===== src/rtl/rxq_pkg.sv =====
package rxq_pkg;

    typedef enum logic [1:0] {
        T_IDLE = 2'd0,
        T_RUN  = 2'd1,
        T_FIRE = 2'd2
    } tmo_state_e;

    // threshold code -> characters
    function automatic int trig_level(input logic [1:0] sel);
        int lvl;
        unique case (sel)
            2'd0:    lvl = 1;
            2'd1:    lvl = 4;
            2'd2:    lvl = 8;
            default: lvl = 14;
        endcase
        return lvl;
    endfunction

    // word length code -> timeout in bit times: 4*(code+5)+12
    function automatic int tmo_limit(input logic [1:0] wl);
        return 4 * (int'(wl) + 5) + 12;
    endfunction

endpackage


===== src/rtl/rxq_store.sv =====
module rxq_store #(
    parameter int DW    = 8,
    parameter int DEPTH = 16,
    localparam int AW   = $clog2(DEPTH),
    localparam int CW   = AW + 1
) (
    input  logic          clk,
    input  logic          rst_n,
    input  logic          fifo_en,
    input  logic          wr_en,
    input  logic [DW-1:0] wr_data,
    input  logic          rd_en,
    input  logic          stat_rd,
    output logic [DW-1:0] rd_data,
    output logic [CW-1:0] count,
    output logic          overrun
);

    logic [DW-1:0] mem [DEPTH];
    logic [AW-1:0] wp, rp;
    logic [CW-1:0] cnt;
    logic          mode_q;
    logic          ovr;
    logic [CW-1:0] cap;
    logic          flush, rd_go, wr_go, wr_drop;

    always_comb begin
        cap     = fifo_en ? CW'(DEPTH) : CW'(1);
        flush   = (fifo_en != mode_q);
        rd_go   = rd_en && (cnt != '0) && !flush;
        wr_go   = wr_en && !flush && ((cnt < cap) || rd_go);
        wr_drop = wr_en && !flush && !wr_go;
    end

    always_ff @(posedge clk or negedge rst_n) begin
        if (!rst_n) begin
            wp     <= '0;
            rp     <= '0;
            cnt    <= '0;
            mode_q <= 1'b0;
            ovr    <= 1'b0;
        end else begin
            mode_q <= fifo_en;
            if (flush) begin
                wp  <= '0;
                rp  <= '0;
                cnt <= '0;
            end else begin
                if (wr_go) wp <= wp + AW'(1);
                if (rd_go) rp <= rp + AW'(1);
                unique case ({wr_go, rd_go})
                    2'b10:   cnt <= cnt + CW'(1);
                    2'b01:   cnt <= cnt - CW'(1);
                    default: cnt <= cnt;
                endcase
            end
            if (wr_drop)      ovr <= 1'b1;
            else if (stat_rd) ovr <= 1'b0;
        end
    end

    always_ff @(posedge clk) begin
        if (wr_go) mem[wp] <= wr_data;
    end

    assign rd_data = (cnt == '0) ? '0 : mem[rp];
    assign count   = cnt;
    assign overrun = ovr;


    no_overflow_chk: assert property (@(posedge clk) disable iff (!rst_n)
        cnt <= CW'(DEPTH));


    ovr_set_chk: assert property (@(posedge clk) disable iff (!rst_n)
        (wr_en && !flush && (cnt == cap) && !rd_go) |=> ovr);


    flush_chk: assert property (@(posedge clk) disable iff (!rst_n)
        flush |=> (cnt == '0));


    accept_chk: assert property (@(posedge clk) disable iff (!rst_n)
        (wr_go && !rd_go) |=> (cnt == $past(cnt) + CW'(1)));

endmodule


===== src/rtl/rxq_timer.sv =====
module rxq_timer
    import rxq_pkg::*;
#(
    parameter int TW = 6
) (
    input  logic          clk,
    input  logic          rst_n,
    input  logic          bit_tick,
    input  logic          restart,
    input  logic          empty,
    input  logic [TW-1:0] limit,
    output logic          tmo_req
);

    tmo_state_e    state, nxt;
    logic [TW-1:0] tc, tc_n;

    always_ff @(posedge clk or negedge rst_n) begin
        if (!rst_n) begin
            state <= T_IDLE;
            tc    <= '0;
        end else begin
            state <= nxt;
            tc    <= tc_n;
        end
    end

    always_comb begin
        nxt  = state;
        tc_n = tc;
        unique case (state)
            T_IDLE: begin
                tc_n = '0;
                if (!empty) nxt = T_RUN;
            end
            T_RUN: begin
                if (empty) begin
                    nxt  = T_IDLE;
                    tc_n = '0;
                end else if (restart) begin
                    tc_n = '0;
                end else if (bit_tick) begin
                    if (tc >= limit - TW'(1)) begin
                        nxt  = T_FIRE;
                        tc_n = '0;
                    end else begin
                        tc_n = tc + TW'(1);
                    end
                end
            end
            T_FIRE: begin
                tc_n = '0;
                if (empty)        nxt = T_IDLE;
                else if (restart) nxt = T_RUN;
            end
            default: begin
                nxt  = T_IDLE;
                tc_n = '0;
            end
        endcase
    end

    always_comb begin
        tmo_req = (state == T_FIRE) && !empty;
    end


    quiet_when_empty_chk: assert property (@(posedge clk) disable iff (!rst_n)
        empty |=> (state != T_FIRE));


    restart_chk: assert property (@(posedge clk) disable iff (!rst_n)
        (state == T_RUN && !empty && restart) |=> (state == T_RUN && tc == '0));


    clear_chk: assert property (@(posedge clk) disable iff (!rst_n)
        (state == T_FIRE && restart) |=> !tmo_req);

endmodule


===== src/rtl/rx_fifo_tmo.sv =====
module rx_fifo_tmo
    import rxq_pkg::*;
#(
    parameter int DW    = 8,
    parameter int DEPTH = 16,
    parameter int TW    = 6,
    localparam int CW   = $clog2(DEPTH) + 1
) (
    input  logic          clk,
    input  logic          rst_n,
    input  logic          wr_en,
    input  logic [DW-1:0] wr_data,
    input  logic          stop_ctr,
    input  logic          bit_tick,
    input  logic [1:0]    wlen,
    input  logic [1:0]    trig_sel,
    input  logic          fifo_en,
    input  logic          rd_en,
    input  logic          stat_rd,
    output logic [DW-1:0] rd_data,
    output logic          data_rdy,
    output logic [CW-1:0] fill,
    output logic          trig_req,
    output logic          tmo_req,
    output logic          overrun
);

    logic [CW-1:0] cnt;
    logic [CW-1:0] lvl;
    logic [TW-1:0] limit;

    rxq_store #(.DW(DW), .DEPTH(DEPTH)) u_store (
        .clk     (clk),
        .rst_n   (rst_n),
        .fifo_en (fifo_en),
        .wr_en   (wr_en),
        .wr_data (wr_data),
        .rd_en   (rd_en),
        .stat_rd (stat_rd),
        .rd_data (rd_data),
        .count   (cnt),
        .overrun (overrun)
    );

    always_comb begin
        lvl   = fifo_en ? CW'(trig_level(trig_sel)) : CW'(1);
        limit = TW'(tmo_limit(wlen));
    end

    rxq_timer #(.TW(TW)) u_timer (
        .clk      (clk),
        .rst_n    (rst_n),
        .bit_tick (bit_tick),
        .restart  (stop_ctr || rd_en),
        .empty    (cnt == '0),
        .limit    (limit),
        .tmo_req  (tmo_req)
    );

    assign fill     = cnt;
    assign data_rdy = (cnt != '0);
    assign trig_req = (cnt >= lvl);

endmodule


===== config.mk =====
export PLATFORM = sky130hd
export DESIGN_NAME = rx_fifo_tmo
export DESIGN_NICKNAME = d
export VERILOG_FILES = /design/src/rtl/rxq_pkg.sv /design/src/rtl/rxq_store.sv /design/src/rtl/rxq_timer.sv /design/src/rtl/rx_fifo_tmo.sv
export SDC_FILE = /design/constraint.sdc
export NUM_CORES = 1
export LEC_CHECK = 0
export BUFFER_PORTS_ARGS = -buffer_cell sky130_fd_sc_hd__buf_2
export CELL_PAD_IN_SITES_DETAIL_PLACEMENT = 0
export CELL_PAD_IN_SITES_GLOBAL_PLACEMENT = 1
export CORE_AREA = 2 2 122 124
export DETAILED_ROUTE_END_ITERATION = 8
export DIE_AREA = 0 0 124 126
export GPL_ROUTABILITY_DRIVEN = 1
export PLACE_DENSITY_LB_ADDON = 0.05
export SYNTH_ARGS = -nofsm -noshare
export SYNTH_HDL_FRONTEND = slang
export SYNTH_SLANG_ARGS = --single-unit

===== constraint.sdc =====
create_clock -name clk -period 2.5 [get_ports clk]
set_clock_uncertainty 0.1 [all_clocks]
set_input_delay 0.125 -clock clk [delete_from_list [all_inputs] [get_ports clk]]
set_output_delay 0.125 -clock clk [all_outputs]
set_load 0.05 [all_outputs]

==> results.md, run 1 <==
- Final Slew Violations: 0
- Power Internal: roughly 5700 uW
- Max Cap Viol: 0
- CTS max path bufs: 2
- Shortest period the worst path allows: roughly 2500 ps
- Max Clk Rate: around 400 MHz
- Starting density of the core: between 40% and 50%
- M3 GR Usage: about 4.2%
- Final Hold Violating Endpoints: 0
- Crit share post-route: between 90 and 100%
- Seq. cell area: 4425 um^2
- Post-route cell area: 8265 um^2
- Post-DP HPWL: between 8000 and 9000 um
- Synth area leader: edfxtp_1
- Async set-reset flop share out of synthesis: 15.23%
- CTS tree: built
- Post-DP Area: 7318 um^2
- Tot GR Track Use: 18.98%
- Initial antenna violation count: 0
- Syn Inst Count: around 400
- Synth Cell Area: 6611 um^2
- Psw: 2830 uW
- Relative slew slack: roughly 44%
- Area growth syn-to-layout: 25.02%
- Post-synth cell types: 49
- Power Dens Cells: slightly above 1000 nW/um^2
- Clock Sink Count: about 150
- Cts bufs inserted: 17
- Worst EP arrival: around 2700 ps
- Core Area: between 10000 and 15000 um^2
- Footprint of the multi-input gates: ~2200 um^2
- Unrepaired setup endpoints after global routing: true
- WL final: around 14000 um
- Final setup viols: 0
- Clock power share: 29.7%
- Number of enable flip-flop cells after synthesis: between 100 and 150
- Reg2Reg Setup Slack: around 5.4 ps
- Yosys warning total: 0
- Iter 0 DRT Violations: 250
- CP Max Fanout: 3
- Nets: roughly 530
- DRT antenna net count: 0
- Largest net degree at the start of global routing: 35
- Mean post-synth cell area: between 15 and 20 um^2
- Post-synth net total: 440
- First-pass GRT wire length: 21280 um
- Top Ports: 37
- Required time worst endpoint: ~2700 ps
- Busiest grt layer: met2
- Clock root cell: clkbuf_16
- Met1 usage: 24.04%
- Synth area leaders: edfxtp_1 58%, mux4_2 11%, dfrtp_1 8.7%
- Drt pass-1 iters: 5
- Switch share: between 30% and 40%
- Final setup margin: approximately 5.4 ps
- Share of cells above drive strength 1: 35.80%
- Number of core rows: 44
- Max VDD drop: 679.7 uV
- Outcome: completed
- Routed WL per cell: around 20 um
- Count of buffers from port buffering: 36
- Overflow after GRT: 0
- GPL Wtd Cong: roughly 0.77
- Vias per cell: between 5 and 6
- Synth Register Bits: about 150
- CP Capture Type: register
- Sequential share of power: 34.7%
- P_leak: roughly 0.0029 uW
- Most frequent cells after synthesis: 128 x edfxtp_1, 32 x mux4_2, 24 x nor2_1
- # fillers: ~1100
- WHS Path Cells: 1
- Crit path launch type: register
- Clock-pin slew of the registers on the worst-case setup and hold paths: 60 ps
- Kind of critical path: register to register
- Yosys top cell area share: around three fifths
- Met2 GRT Util: a little under a third
- Most numerous cell in the Yosys netlist: edfxtp_1
- Fin Hold WS: around 14 ps
- Antenna fix cells: 0
- Die ar.: between 15000 and 20000 um^2
- Die span in y: 126 um
- Worst min path class: primary input to register
- Combinational power share: 35.6%
- Sequential area share after synthesis: ~67%
- Vias in the first global route: between 3000 and 4000
- Depth of the CTS H-tree: 4
- Pre-CTS setup slack: -24.20 ps
- Residual DRC count: 0
- Post-synth top flop: edfxtp_1
- R2R depth: 10
- Via count: about 3700
- Die width: roughly 120 um
- Clk_lat worst skew: 420 ps
- Worst slew pin tran: approximately 830 ps
registers in the layout, indices dropped and copies added (netlist names):
register,count
u_timer.tc,6
u_store.wp,4
u_store.mode_q,1
u_store.mem,128
u_store.overrun,1
u_store.rp,4
u_store.count,5
u_timer.state,2
kinds of logic after synthesis:
kind of cell             count (synthesis)  synth area share, %
XOR/XNOR                                 9                1.192
multiplexers                            53                14.14
AND/OR/NAND/NOR                         83                6.718
AO/OA/AOI/OAI                           45                4.769
buffers and inverters                   37                2.252
adder cells (fa/ha/maj)                 21                4.088
flip-flops                             151                66.84
per-layer routing:
metal  share of wire, %  up-vias
li1                   -     1740
met1                 43     1869
met5                  0        -
met4                1.7        0
met3                3.2       17
met2                 52       69
path summary, 6_finish.rpt:
| path | start | endpoint |
|---|---|---|
| setup / recovery | u_store.count[1] | u_store.count[3] |
| hold / removal | wr_data[0] | u_store.mem[5][0] |
| setup reg to reg | u_store.count[1] | u_store.count[3] |
| hold reg to reg | u_timer.tc[0] | u_timer.tc[0] |
| max in group asynchronous | rst_n | u_store.count[4] |
| min in group asynchronous | rst_n | u_store.count[0] |
worst max-delay path: stages (launching register included):
cell and delay [ps]:
dfrtp_2 420, or4_4 550, o211a_4 260, nand2_4 80, inv_4 50, ha_4 200
a21o_1 150, a21oi_2 120, xor2_1 160, nor2_1 60, mux2_4 250
metrics by stage:
| stage | total power (uW) | instances | util (%) | TNS [ps] |
|---|---|---|---|---|
| 5_1_grt | 8932 | 684 | 57.74 | -408.9 |
| 2_1_floorplan | 4886 | 399 | - | -1279 |
| 3_3_place_gp | 5676 | 630 | 51.13 | 0 |
| 4_1_cts | 8448 | 682 | 57.04 | 0 |
| 3_5_place_dp | 5691 | 630 | 51.13 | -24.20 |
| 6_report | 8541 | 684 | 57.74 | 0 |
power by group through the flow:
stage / Sequential [uW] / Combinational [uW] / Clock, uW
2_1_floorplan: 3130 / 1760 / 0
3_3_place_gp: 3010 / 2660 / 0
3_5_place_dp: 3020 / 2670 / 0
4_1_cts: 2960 / 2900 / 2590
5_1_grt: 2980 / 3270 / 2690
6_report: 2960 / 3040 / 2540
placed cells by master, fill, tap and decap left out, types with 6 or more instances in the layout:
master	Yosys	layout
clkbuf_16	0	17
mux2i_1	18	13
nor2_1	24	19
edfxtp_1	128	128
o31ai_1	6	6
buf_4	0	33
o21ai_0	7	7
nand2_1	15	13
nand3_1	13	13
buf_2	8	27
buf_12	0	7
dfrtp_1	23	18
dlygate4sd3_1	0	13
mux4_2	32	32
inv_1	21	18
ha_1	20	18
cell type report:
type / count / area share [%]
timing repair buffer: 85 / 8.583
tap: 184 / 2.785
multi-input combinational: 211 / 26.98
clock buffer: 18 / 5.192
inverter: 21 / 1.014
sequential: 151 / 53.54
clock inverter: 14 / 1.907
timing repair:
action / CTS / global route
hold endpoints to repair: 103 / 0
endpoints found under the setup margin: 10 / 68
gates resized for setup: 20 / 31
pin swaps: 2 / 2
buffers inserted: 7 / 2
hold buffers: 13 / 0
Note: power is estimated with default switching activity, not from simulation.
==> run 2, diff against run 1 <==
--- a/config.mk
+++ b/config.mk
@@ -5,12 +5,13 @@
 export SDC_FILE = /design/constraint.sdc
 export NUM_CORES = 1
 export LEC_CHECK = 0
-export BUFFER_PORTS_ARGS = -buffer_cell sky130_fd_sc_hd__buf_2
 export CELL_PAD_IN_SITES_DETAIL_PLACEMENT = 0
 export CELL_PAD_IN_SITES_GLOBAL_PLACEMENT = 1
-export CORE_AREA = 2 2 122 124
+export CORE_AREA = 2 2 117 119
+export CTS_BUF_LIST = sky130_fd_sc_hd__clkbuf_8
 export DETAILED_ROUTE_END_ITERATION = 8
-export DIE_AREA = 0 0 124 126
+export DIE_AREA = 0 0 119 121
+export DONT_BUFFER_PORTS = 1
 export GPL_ROUTABILITY_DRIVEN = 1
 export PLACE_DENSITY_LB_ADDON = 0.05
 export SYNTH_ARGS = -nofsm -noshare
==> run 2 against run 1 <==
Compared with the run above:
- final area up 1.2%
- critical endpoint unchanged
- power down 0.48%
- the flow now finishes with violations (negative setup slack)
- critical path depth unchanged
- global-route usage up 1.2 points
- fmax down 0.64%
- core utilization up 6.2 points
- final cell count down 2.8%
- highest routed layer unchanged
- combinational power up 14%
==> results.md, run 2 (synthesis results as in run 1) <==
- Outcome: complete, but fails checks
- Failing checks: negative setup slack
- Most frequent cells in the layout: 128 x edfxtp_1, 32 x mux4_2, 31 x buf_4
- Hold Startpoint: rd_en
- Unrepaired setup endpoints after global routing: true
- Max VDD drop: 670.5 uV (-1.4%)
- Worst min path class: primary input to register
- Die span in y: 121 um (-4.0%)
- Top delay family on crit path: simple AND/OR/NAND/NOR gates
- Clk_lat worst skew: 450 ps (+30 ps)
- Reg with most FFs: u_store.mem
- Commonest non-fill, non-tap cell in the layout: edfxtp_1
- Worst path buffer plus inverter count: 1 (unchanged)
- Crit path launch type: register
- GPL Wtd Cong: 0.7339 (-5.1%)
- Clock-pin slew of the registers on the worst-case setup and hold paths: 80 ps (+20 ps)
- Kind of critical path: register to register
- Die width: 119 um (-4.0%)
- Seq. cell area: 4428 um^2 (about the same)
- CP Capture Type: register
- Crit share post-route: 100.4% (+0.64 points)
- Top Ports: 37 (unchanged)
- Shortest period the worst path allows: 2511 ps (+15.99 ps)
- Area growth syn-to-layout: 26.57%
- Final Slew Violations: 0 (unchanged)
- CP Max Fanout: 3 (unchanged)
- Vias in the first global route: 3807 (-1.4%)
- Cts bufs inserted: 17 (unchanged)
- Util after Layout: 63.95% (+6.2 points)
- Largest register FFs: 128 (unchanged)
- Post-DP Area: 7296 um^2 (-0.31%)
- Power Dens Cells: 1016 nW/um^2 (-1.7%)
- Post-DP HPWL: 8584 um (-2.9%)
- Count of buffers from port buffering: 0 (-100%)
- Largest net degree at the start of global routing: 35 (unchanged)
- Final setup margin: -10.64 ps (-15.99 ps)
- Via count: 3719 (+0.65%)
- Vias per cell: 5.592 (+3.5%)
- Die ar.: 14400 um^2 (-7.8%)
- Residual DRC count: 0 (unchanged)
- DRT antenna net count: 0 (unchanged)
- Share of cells above drive strength 1: 35.79% (about the same)
- Drt pass-1 iters: 4 (-1)
- R2r startpoint: u_store.count[3]
- Clock Sink Count: 151 (unchanged)
- Tot GR Track Use: 20.14% (+1.2 points)
- Nets: 517 (-2.1%)
- First-pass GRT wire length: 21040 um (-1.1%)
- Antenna fix cells: 0 (unchanged)
- CTS tree: built
- Number of core rows: 42 (-4.5%)
- Iter 0 DRT Violations: 250 (unchanged)
- Max Clk Rate: 398.3 MHz (-0.64%)
- P_leak: 0.002860 uW (-0.64%)
- WL final: 13670 um (-0.34%)
- Starting density of the core: 50.53% (+4.3 points)
- Footprint of the multi-input gates: 2347 um^2 (+5.3%)
- Initial antenna violation count: 0 (unchanged)
- Max incr delay on CP: 540 ps (about the same)
- Depth of the CTS H-tree: 4 (unchanged)
- Max Cap Viol: 0 (unchanged)
- Worst slew pin tran: 1070 ps (+236.3 ps)
- Clock root cell: clkbuf_8
- Core Area: 13090 um^2 (-8.6%)
- # fillers: 956 (-16%)
- Slowest-stage cell, CP: or4_4
- Required time worst endpoint: 2740 ps (+40 ps)
- Final Hold Violating Endpoints: 0 (unchanged)
- Worst EP arrival: 2760 ps (+60 ps)
- CTS max path bufs: 2 (unchanged)
- Final setup viols: 2 (+2)
- Crit path from: u_store.count[3]
- Overflow after GRT: 0 (unchanged)
- Post-route cell area: 8368 um^2 (+1.2%)
- Relative slew slack: 28.44% (-16 points)
- Routed WL per cell: 20.56 um (+2.5%)
- Crit-path cells: or4_4 -> o211a_4 -> nand2_2 -> inv_2 -> ha_4 -> a21o_1 -> a21oi_2 -> xor2_1 -> nor2_1 -> mux2_4
## run 2: changes by cell type in the layout (fill, tap and decap cells not counted), sizes merged
cell / before / now
buf: 71 / 54
dlygate4sd3: 13 / 18
bufinv: 3 / 5
clkinvlp: 4 / 2
inv: 22 / 23
## run 2: final cells by class
cell class	instances	share of cell area, %
clock buffers	17	2.796
clock inverters	15	2.497
inverters	21	0.9719
multi-input cells	211	28.05
flip-flops and latches	151	52.92
well taps	176	2.632
repair buffers	74	10.14
## run 2: routing by layer
metal	routed length (um)	vias up	track usage (%)	share of wire [%]
met1	5636	1918	24.54	41
met3	394	17	4.746	2.9
met5	0	-	0	0
li1	-	1714	-	-
met2	7425	70	35.20	54
met4	216	0	7.292	1.6
## run 2: what timing repair did
item,CTS,global route
setup buffers,6,7
pin swaps,5,9
hold endpoints to repair,174,0
hold buffers,18,0
resized for setup,24,35
cloned,0,2
setup endpoints to repair,50,141
## run 2: worst reg2reg max path, stage by stage (launching register included)
cell     delay, ps
dfrtp_2        430
or4_4          540
o211a_4        250
nand2_2         70
inv_2           60
ha_4           210
a21o_1         160
a21oi_2        130
xor2_1         150
nor2_1          50
mux2_4         250
## run 2: where the power goes
part | leakage [uW] | switching (uW) | internal [uW] | total, uW
clock network | 0.000222 | 878 | 1170 | 2050
logic | 0.00118 | 1880 | 1600 | 3480
registers | 0.00145 | 105 | 2860 | 2970
## run 2: worst paths after layout
path | to | slack, ps | cells past startpoint
min in group asynchronous | u_store.count[1] | 210 | 1
worst min register to register | u_timer.state[0] | 420 | 1
worst max-delay path | u_store.count[3] | -10 | 10
worst max register to register | u_store.count[3] | -10 | 10
worst min-delay path | u_store.rp[1] | 30 | 4
max in group asynchronous | u_store.rp[0] | 1320 | 1
## run 2: through the flow
step	power (uW)	hold slack, ps	TNS (ps)	cells	setup WS, ps
CTS	8120	14.53	-1252	656	-45.72
global placement	5735	-269.9	0	600	5.929
detailed placement	5765	-269.9	-621.8	600	-27.94
global route	8882	36.44	-2610	665	-124.0
floorplan	4886	-270.6	-1279	399	-162.9
finish	8500	34.92	-12.57	665	-10.64
